===== src/rtl/synth_cfg_pkg.sv =====
package synth_cfg_pkg;

    localparam int FB_W    = 7;
    localparam int POST_W  = 2;
    localparam int TSEL_W  = 3;
    localparam int WORD_W  = TSEL_W + POST_W + FB_W;
    localparam int RATIO_W = 1 << POST_W;

    typedef struct packed {
        logic [TSEL_W-1:0] tsel;
        logic [POST_W-1:0] post;
        logic [FB_W-1:0]   fb;
    } cfg_t;

    typedef enum logic [1:0] {
        SRC_NONE = 2'd0,
        SRC_PAR  = 2'd1,
        SRC_SER  = 2'd2
    } load_src_e;

    function automatic cfg_t cfg_reset();
        cfg_t c;
        c.tsel = '0;
        c.post = '1;
        c.fb   = '1;
        return c;
    endfunction

    function automatic cfg_t cfg_from_pins(logic [FB_W-1:0] fb, logic [POST_W-1:0] post);
        cfg_t c;
        c.tsel = '0;
        c.post = post;
        c.fb   = fb;
        return c;
    endfunction

    function automatic logic [RATIO_W-1:0] ratio_of(logic [POST_W-1:0] code);
        logic [RATIO_W-1:0] r;
        r = '0;
        r[code] = 1'b1;
        return r;
    endfunction

endpackage


===== src/rtl/scfg_sync.sv =====
module scfg_sync #(
    parameter int W      = 1,
    parameter int STAGES = 2
) (
    input  logic         clk,
    input  logic         rst,
    input  logic [W-1:0] din,
    output logic [W-1:0] dout
);
    logic [W-1:0] stg [STAGES];

    for (genvar gi = 0; gi < STAGES; gi++) begin : g_stage
        if (gi == 0) begin : g_first
            always_ff @(posedge clk) begin
                if (rst) stg[gi] <= '0;
                else     stg[gi] <= din;
            end
        end else begin : g_next
            always_ff @(posedge clk) begin
                if (rst) stg[gi] <= '0;
                else     stg[gi] <= stg[gi-1];
            end
        end
    end

    assign dout = stg[STAGES-1];
endmodule


===== src/rtl/scfg_edge.sv =====
module scfg_edge #(
    parameter int W = 1
) (
    input  logic         clk,
    input  logic         rst,
    input  logic [W-1:0] lvl,
    output logic [W-1:0] rise,
    output logic [W-1:0] fall
);
    logic [W-1:0] prev;

    always_ff @(posedge clk) begin
        if (rst) prev <= '0;
        else     prev <= lvl;
    end

    for (genvar gi = 0; gi < W; gi++) begin : g_bit
        assign rise[gi] = lvl[gi] & ~prev[gi];
        assign fall[gi] = ~lvl[gi] & prev[gi];
    end
endmodule


===== src/rtl/scfg_shift.sv =====
module scfg_shift #(
    parameter int W = 12
) (
    input  logic         clk,
    input  logic         rst,
    input  logic         step,
    input  logic         bit_in,
    output logic [W-1:0] word
);
    always_ff @(posedge clk) begin
        if (rst)       word <= '0;
        else if (step) word <= {word[W-2:0], bit_in};
    end
endmodule


===== src/rtl/scfg_arbiter.sv =====
module scfg_arbiter
    import synth_cfg_pkg::*;
(
    input  logic              clk,
    input  logic              rst,
    input  logic              par_rise,
    input  logic              par_lvl,
    input  logic              ser_fall,
    input  logic [FB_W-1:0]   par_fb,
    input  logic [POST_W-1:0] par_post,
    input  logic [WORD_W-1:0] ser_word,
    output logic              ser_fire,
    output cfg_t              cfg
);
    load_src_e src;

    always_comb begin
        src = SRC_NONE;
        if (par_rise)                 src = SRC_PAR;
        else if (ser_fall && par_lvl) src = SRC_SER;
    end

    assign ser_fire = (src == SRC_SER);

    always_ff @(posedge clk) begin
        if (rst) begin
            cfg <= cfg_reset();
        end else begin
            case (src)
                SRC_PAR: cfg <= cfg_from_pins(par_fb, par_post);
                SRC_SER: cfg <= cfg_t'(ser_word);
                default: cfg <= cfg;
            endcase
        end
    end
endmodule


===== src/rtl/synth_cfg_loader.sv =====
module synth_cfg_loader
    import synth_cfg_pkg::*;
#(
    parameter int SYNC_STAGES = 2
) (
    input  logic               clk,
    input  logic               rst,
    input  logic               par_load_i,
    input  logic [FB_W-1:0]    par_fb_i,
    input  logic [POST_W-1:0]  par_post_i,
    input  logic               ser_clk_i,
    input  logic               ser_dat_i,
    input  logic               ser_load_i,
    output logic [FB_W-1:0]    fb_div_o,
    output logic [POST_W-1:0]  post_code_o,
    output logic [RATIO_W-1:0] post_ratio_o,
    output logic [TSEL_W-1:0]  test_sel_o
);
    localparam int STB_W  = 3;
    localparam int DATA_W = FB_W + POST_W + 1;
    localparam int PIN_W  = STB_W + DATA_W;

    logic [PIN_W-1:0]  pins_q;
    logic [STB_W-1:0]  stb_lvl, stb_rise, stb_fall;
    logic [FB_W-1:0]   par_fb_q;
    logic [POST_W-1:0] par_post_q;
    logic              ser_dat_q;
    logic              par_lvl, par_rise, ser_step, ser_fall, ser_fire;
    logic [WORD_W-1:0] shreg;
    cfg_t              cfg;

    scfg_sync #(.W(PIN_W), .STAGES(SYNC_STAGES)) u_sync (
        .clk  (clk),
        .rst  (rst),
        .din  ({ser_load_i, ser_clk_i, par_load_i, par_fb_i, par_post_i, ser_dat_i}),
        .dout (pins_q)
    );

    assign {stb_lvl, par_fb_q, par_post_q, ser_dat_q} = pins_q;

    scfg_edge #(.W(STB_W)) u_edge (
        .clk  (clk),
        .rst  (rst),
        .lvl  (stb_lvl),
        .rise (stb_rise),
        .fall (stb_fall)
    );

    assign par_lvl  = stb_lvl[0];
    assign par_rise = stb_rise[0];
    assign ser_step = stb_rise[1];
    assign ser_fall = stb_fall[2];

    scfg_shift #(.W(WORD_W)) u_shift (
        .clk    (clk),
        .rst    (rst),
        .step   (ser_step),
        .bit_in (ser_dat_q),
        .word   (shreg)
    );

    scfg_arbiter u_arb (
        .clk      (clk),
        .rst      (rst),
        .par_rise (par_rise),
        .par_lvl  (par_lvl),
        .ser_fall (ser_fall),
        .par_fb   (par_fb_q),
        .par_post (par_post_q),
        .ser_word (shreg),
        .ser_fire (ser_fire),
        .cfg      (cfg)
    );

    assign fb_div_o     = cfg.fb;
    assign post_code_o  = cfg.post;
    assign test_sel_o   = cfg.tsel;
    assign post_ratio_o = ratio_of(cfg.post);
endmodule


===== config.mk =====
export PLATFORM = sky130hd
export DESIGN_NAME = synth_cfg_loader
export DESIGN_NICKNAME = d
export VERILOG_FILES = /design/src/rtl/synth_cfg_pkg.sv /design/src/rtl/scfg_sync.sv /design/src/rtl/scfg_edge.sv /design/src/rtl/scfg_shift.sv /design/src/rtl/scfg_arbiter.sv /design/src/rtl/synth_cfg_loader.sv
export SDC_FILE = /design/constraint.sdc
export NUM_CORES = 1
export LEC_CHECK = 0
export ABC_AREA = 1
export ABC_CLOCK_PERIOD_IN_PS = 980
export BUFFER_PORTS_ARGS = -buffer_cell sky130_fd_sc_hd__buf_2
export CORE_MARGIN = 4
export CORE_UTILIZATION = 40
export CTS_CLUSTER_DIAMETER = 150
export DETAILED_ROUTE_END_ITERATION = 8
export GPL_TIMING_DRIVEN = 1
export MAX_ROUTING_LAYER = met4
export PLACE_DENSITY_LB_ADDON = 0.2
export RECOVER_POWER = 25
export SLEW_MARGIN = 20
export SYNTH_ARGS = -nofsm -noshare
export SYNTH_HDL_FRONTEND = slang
export SYNTH_SLANG_ARGS = --single-unit

===== constraint.sdc =====
create_clock -name clk -period 0.98 [get_ports clk]
set_input_delay 0.049 -clock clk [delete_from_list [all_inputs] [get_ports clk]]
set_output_delay 0.049 -clock clk [all_outputs]
set_load 0.01 [all_outputs]

== After elaboration in Yosys (flattened, before gate mapping) ==
Memory sizes are Yosys's and may differ from the RTL's.
Cells that the tools add are included.
Word-level totals
  register bits: 27
  RAM bits: 26
  bits of input ports: 15
  output and inout bits: 16
  logic and storage cells: 31
  memories: 1
Cells by class
  order comparisons: 2
  eq/ne operators: 2
  mux-type cells: 10
  bitwise logic cells: 8
  reduce and logical (&&, ||, !) cells: 3
Memory list
  u_sync.stg: depth 2, bits a word 13, rd ports 2, clocked after Yosys merged registers in 0, write ports 2, line scfg_sync.sv:10  | logic [W-1:0] stg [STAGES];
Operators with widths (count)
  $mux 13: 2
  $pmux 12 s2: 1
  $mux 1: 4
  $mux 2: 2
  $and 1x1->1: 3
  $lt 2x3->1 const B: 1
  $not 1->1: 3
  $demux 1 s2: 1
  $eq 2x1->1 const B: 1
  $eq 2x2->1 const B: 1
  $ge 2x1->1 const B: 1
  $logic_and 1x1->1: 2
  $or 1x1->1: 2
  $reduce_bool 2->1: 1

== Longest topological paths before layout ==
Gate-level depths: netlist (run 1).
  depth in word-level cells: 7
  mapped depth: 6
  gate-level depth less buffers: 5

== Modules after synthesis ==
Synthesis (run 1) repeated with hierarchy kept, for this count alone.
Unflattened totals
  cell total of the unflattened synthesis: 246
  area total of the unflattened synthesis: 1924.3 um2
By module, submodules not included
  scfg_sync: instances 1, cells each 81, area an instance 752.0 um2, seq. area each 520.5 um2
  scfg_arbiter: instances 1, cells each 64, area an instance 533.0 um2, seq. area each 240.2 um2
  scfg_shift: instances 1, cells each 76, area an instance 496.7 um2, seq. area each 240.2 um2
  scfg_edge: instances 1, cells each 18, area an instance 116.4 um2, seq. area each 60.1 um2
  synth_cfg_loader: instances 1, cells each 7, area an instance 26.3 um2, seq. area each 0.0 um2

== Worst setup path before layout (run 1) ==
No wires, ideal clock.
  kind: flip-flop to flip-flop
  start: mem u_sync.stg[1][10] (netlist name)
  end: reg u_arb.cfg[7] (netlist name)
  library setup time: 122 ps
  data arrival time: 828 ps
  required time: 858 ps
  setup slack: 30 ps
  stages on the path, launching flop included: 6
  path buffers: 0
  cells stage by stage: dfxtp_1 inv_1 nor2_4 nor2_4 nand2_1 nand3b_1
RTL lines (line)
  start, declared: scfg_sync.sv:10

==> metrics.cfg, run 1 <==
[logic_synthesis]
yosysUniqueCellTypes = 13
netlist_area_sq_um = 1820
ys_ff_latch = 53
synth.area.top_cells = dfxtp_1 (58%), nor2_1 (12%), nand2_1 (8.1%)
syn_inst = 227
synth_top_area_cell = dfxtp_1
yosysSeqAreaShare = 0.584
synth_area_per_cell_sq_um = 8.00
synth_top_area_share = 0.584
yosys_warnings = 0
synth_nets = 242

[place]
port_buffers = 30
place_inst = 307
dp_slack_ps = -74.9
place_congestion = 0.794
placed_area_sq_um = 2050
dpl.hpwl_um = 2090

[run_status]
status = complete, but fails checks
violations = setup timing

[critical_path]
cpMaxStageDelayCell = dfxtp_4
reg2reg_depth = 5
path_common_cell = nor2_4
worst-path-buf-inv = 1
path_cells = inv_2 -> nor2_4 -> nor2_4 -> nand2_1 -> nand3b_1
critPathMaxFanout = 6
required_ps = 1180
start_kind = flip-flop
crit_type = flip-flop to flip-flop
endpoint_kind = flip-flop
cp_num_cells = 5
slowest_delay_ps = 390
cp_data_arrival_time_ps = 1200
cp_top_family = simple AND/OR/NAND/NOR gates

[sta]
tightest_slew_ps = 318
fin_skew_ps = 4.81
fmax_mhz = 1000
holdWs_ps = 180
slew_headroom = 0.788
slew_viol_final = 0
setup_viol = 7
setup_ws_ps = -16.9
min_period_ps = 997
period_share = 1.02
rsz0062_at_grt = yes
tns_ps = -68.9
hold_violations = 0

[floorplan]
die_h_um = 75.4
core_area_sq_um = 4380
num_io_pins = 31
dieArea_sq_um = 5680
num_rows = 24
die_x_um = 75.4
start_util = 0.414

[pwr]
cellLeakagePower_nw = 1.13
clkPwrFrac = 0.310
p_per_area_nw_per_um2 = 1630
p_int_mw = 2.90
power_switching_mw = 0.899
sequentialPowerShare = 0.606
fin_total_pwr_mw = 3.80
swShare = 0.237
pwr-share-comb = 0.084
ir_worst_vdd_mv = 1.07

[final_layout]
drive_above_1_share = 0.229
num_antenna_cells = 0
layout_commonest_cell = nor2_1
stdcell_count = 331
fin_area_sq_um = 2340
final_nets = 293
nFillCells = 422
mostFrequentLayoutCells = nor2_1 (56), dfxtp_1 (48), nand2_1 (38), inv_1 (31), buf_2 (30)
fin_util = 0.533
syn_to_final_growth_pct = 28.7

[grt]
grt_overflow_total = 0
grt_pass1_vias = 1233
grt_pass1_wl_um = 5530
track_usage = 0.136
antenna_found_initial = 0
grt_start_max_net_pins = 33

[routing]
ant_nets = 0
drc = 0
first_iter_violations = 99
via_per_inst = 4.34
via_count = 1436
wl_um = 3440
post_drt_wl_per_cell_um = 10.4
first_pass_iters = 4

[clock_tree]
cts.clk_slew.worst_paths_ps = 90
cts_root_buffer = clkbuf_8
cts.sinks = 53
clock_latency_ps = 300
numCtsBuffers = 5
cts_tree = yes
clock_path_buffers = 2
h-tree-depth = 2

[run]
drv_cap = 0

[worst_hold_path]
hold-path-cell-count = 5
hp-class = primary input to flip-flop

final cells by class:
type / instances / area [sq um] / share of cell area
clock buffer: 5 / 68.8 / 0.0294
clock inverter: 3 / 17.5 / 0.00749
inverter: 35 / 131 / 0.0562
multi-input combinational: 134 / 638 / 0.273
sequential: 53 / 1070 / 0.460
tap: 52 / 65.1 / 0.0278
timing repair buffer: 49 / 342 / 0.146
Yosys cell counts:
master	instances
nand2_1	39
nand3b_1	9
o21ai_0	12
nand3_2	1
inv_1	34
dfxtp_1	53
inv_2	1
buf_2	8
nor2_2	1
nor2_4	3
nor2_1	57
a21oi_1	3
nand3_1	6
power by group through the flow:
stage                     logic (mW)  clock network, mW  registers, mW
after floorplan                0.166                  0           2.35
after global placement         0.264                  0           2.35
after detailed placement       0.272                  0           2.35
after CTS                      0.316               1.21           2.30
after global routing           0.367               1.29           2.32
final                          0.319               1.18           2.30
state kept, by name, summed over array words and instances (netlist names):
name          cells
u_arb.cfg        12
u_sync.stg       26
u_edge.prev       3
u_shift.word     12
timing repair:
| action | in CTS | in global routing |
|---|---|---|
| gates resized for setup | 8 | 12 |
| endpoints found under the hold margin | 13 | 0 |
| hold buffers | 13 | 0 |
| gates cloned | 2 | 1 |
| setup buffers | 0 | 0 |
| pin swaps | 2 | 7 |
| endpoints found under the setup margin | 22 | 27 |
worst paths after layout:
kind	end	slack (ps)	from
hold reg to reg	u_sync.stg[1][9]	400	u_sync.stg[0][9]
hold / removal	u_shift.word[1]	180	rst
setup reg to reg	u_arb.cfg[1]	-20	u_sync.stg[1][10]
setup / recovery	u_arb.cfg[1]	-20	u_sync.stg[1][10]
metal layers:
metal / global-route usage / share of wire
met5: - / 0
met4: 0.0583 / 0.019
met3: 0.0435 / 0.054
met2: 0.213 / 0.47
met1: 0.160 / 0.46
worst reg2reg max path: stages, from the launching register on:
cell and delay, ps:
dfxtp_4 390, inv_2 70, nor2_4 200, nor2_4 90
nand2_1 70, nand3b_1 60
kinds of logic (layout without fill, tap and decap cells):
kind of cell | Yosys count | after routing | share of synthesized area
buf+inv | 43 | 92 | 0.0944
compound gates | 15 | 15 | 0.0413
simple gates | 116 | 119 | 0.280
flops | 53 | 53 | 0.584
No activity file was read; power rests on OpenSTA's default activity.
==> run 2: changes to the inputs <==
PLACE_DENSITY = 0.71   (was not set)
PLACE_DENSITY_LB_ADDON = not set   (was 0.2)
==> run 2 against run 1 <==
- the flow still finishes with violations (setup timing)
- largest cell class unchanged
- clock power is 7% higher
- critical path type unchanged
- first-iteration DRC count is 35% lower
- wire length is 0.73% lower
- combinational power is 10% higher
- total power is 3.1% higher
- via count is 1.3% higher
- utilization is 2.0 points higher
- global-route usage is 0.66 points lower
==> metrics.cfg, run 2 (synthesis results as in run 1) <==
[sta]
fmax_mhz = 996
hold_violations = 0
setup_ws_ps = -24.5
slew_viol_final = 0
tns_ps = -163
tightest_slew_ps = 301
slew_headroom = 0.799
min_period_ps = 1000
rsz0062_at_grt = yes
holdWs_ps = 161
period_share = 1.02
fin_skew_ps = 8.28
setup_viol = 10

[floorplan]
dieArea_sq_um = 5680
die_x_um = 75.4
die_h_um = 75.4
num_rows = 24
core_area_sq_um = 4380
start_util = 0.414
num_io_pins = 31

[critical_path]
critPathMaxFanout = 5
cp_data_arrival_time_ps = 1210
r2r-start = u_sync.stg[1][10]
crit_type = flip-flop to flip-flop
crit_start = u_sync.stg[1][10]
required_ps = 1180
start_kind = flip-flop
r2r_slack_ps = -20
endpoint_kind = flip-flop

[clock_tree]
cts.sinks = 53
clock_path_buffers = 2
clock_latency_ps = 310
h-tree-depth = 2
cts_root_buffer = clkbuf_8
cts_tree = yes
cts.clk_slew.worst_paths_ps = 100
numCtsBuffers = 5

[routing]
ant_nets = 0
post_drt_wl_per_cell_um = 10.3
via_count = 1455
via_per_inst = 4.37
first_pass_iters = 4
drc = 0
first_iter_violations = 64
wl_um = 3420

[final_layout]
mostFrequentLayoutCells = nor2_1 (55), dfxtp_1 (46), nand2_1 (35), buf_2 (30), inv_1 (28)
drive_above_1_share = 0.285
syn_to_final_growth_pct = 33.5
layout_commonest_cell = nor2_1
largest_register = u_sync.stg
nFillCells = 421
multi_input_area_sq_um = 657
final-seq-area_sq_um = 1080
top_regs = u_sync.stg (26), u_arb.cfg (12), u_shift.word (12)
largest_reg_flops = 26
final_nets = 295
num_antenna_cells = 0
fin_area_sq_um = 2420

[worst_hold_path]
min-delay-start = rst
hp-class = primary input to flip-flop

[run]
drv_cap = 0

[place]
dpl.hpwl_um = 2090
place_congestion = 0.724
placed_area_sq_um = 2040
port_buffers = 30

[pwr]
ir_worst_vdd_mv = 1.11
cellLeakagePower_nw = 1.14
p_per_area_nw_per_um2 = 1610

[grt]
antenna_found_initial = 0
grt_start_max_net_pins = 33
track_usage = 0.129
grt_pass1_vias = 1278
grt_overflow_total = 0
grt_pass1_wl_um = 5420

[run_status]
violations = setup timing
status = complete, but fails checks

[run 2: report_power, final]
part           internal, mW  total, mW  leakage [nW]  switching, mW
Sequential             2.25       2.31         0.438         0.0576
Combinational         0.179      0.352         0.654          0.173
Clock                 0.521       1.26        0.0487          0.734
Total                  2.95       3.91          1.14          0.965
[run 2: area by class of cell]
cell class | count | share of cell area
multi-input cells | 133 | 0.271
clock inverters | 3 | 0.0108
inverters | 35 | 0.0563
flip-flops and latches | 53 | 0.445
clock buffers | 5 | 0.0284
repair buffers | 52 | 0.162
well taps | 52 | 0.0268
[run 2: what timing repair did]
| action | 4_1_cts | 5_1_grt |
|---|---|---|
| setup endpoints to repair | 26 | 28 |
| endpoints found under the hold margin | 13 | 0 |
| pin swaps | 1 | 10 |
| gates cloned | 0 | 3 |
| gates resized for setup | 10 | 33 |
| hold buffers | 13 | 0 |
| buffers inserted | 1 | 2 |
[run 2: critical path: stages (launching register included)]
cell      delay, ps
dfxtp_4         400
inv_4            40
nor2_4          150
buf_12          130
nor2_4           50
nand2_1          70
nand3b_1         70
[run 2: metrics by stage]
stage	util	worst slack, ps	power, mW	cells
after floorplan	-	29.8	2.52	227
final	0.553	-24.5	3.91	333
after CTS	0.525	-1.98	3.90	328
after detailed placement	0.465	-84.9	2.62	306
after global placement	0.465	-46.7	2.61	306
after global routing	0.553	-70.9	4.09	333
[run 2: final timing paths]
check	end	cells after the start
worst max-delay path	u_arb.cfg[3]	6
worst min register to register	u_sync.stg[1][10]	2
worst min-delay path	u_shift.word[11]	5
worst max register to register	u_arb.cfg[3]	6
[run 2: metal layers]
layer | up-vias | GRT usage | part of all wire
li1 | 783 | - | -
met2 | 38 | 0.207 | 0.47
met3 | 4 | 0.0435 | 0.052
met1 | 630 | 0.153 | 0.47
met4 | 0 | 0.0408 | 0.011
met5 | - | - | 0
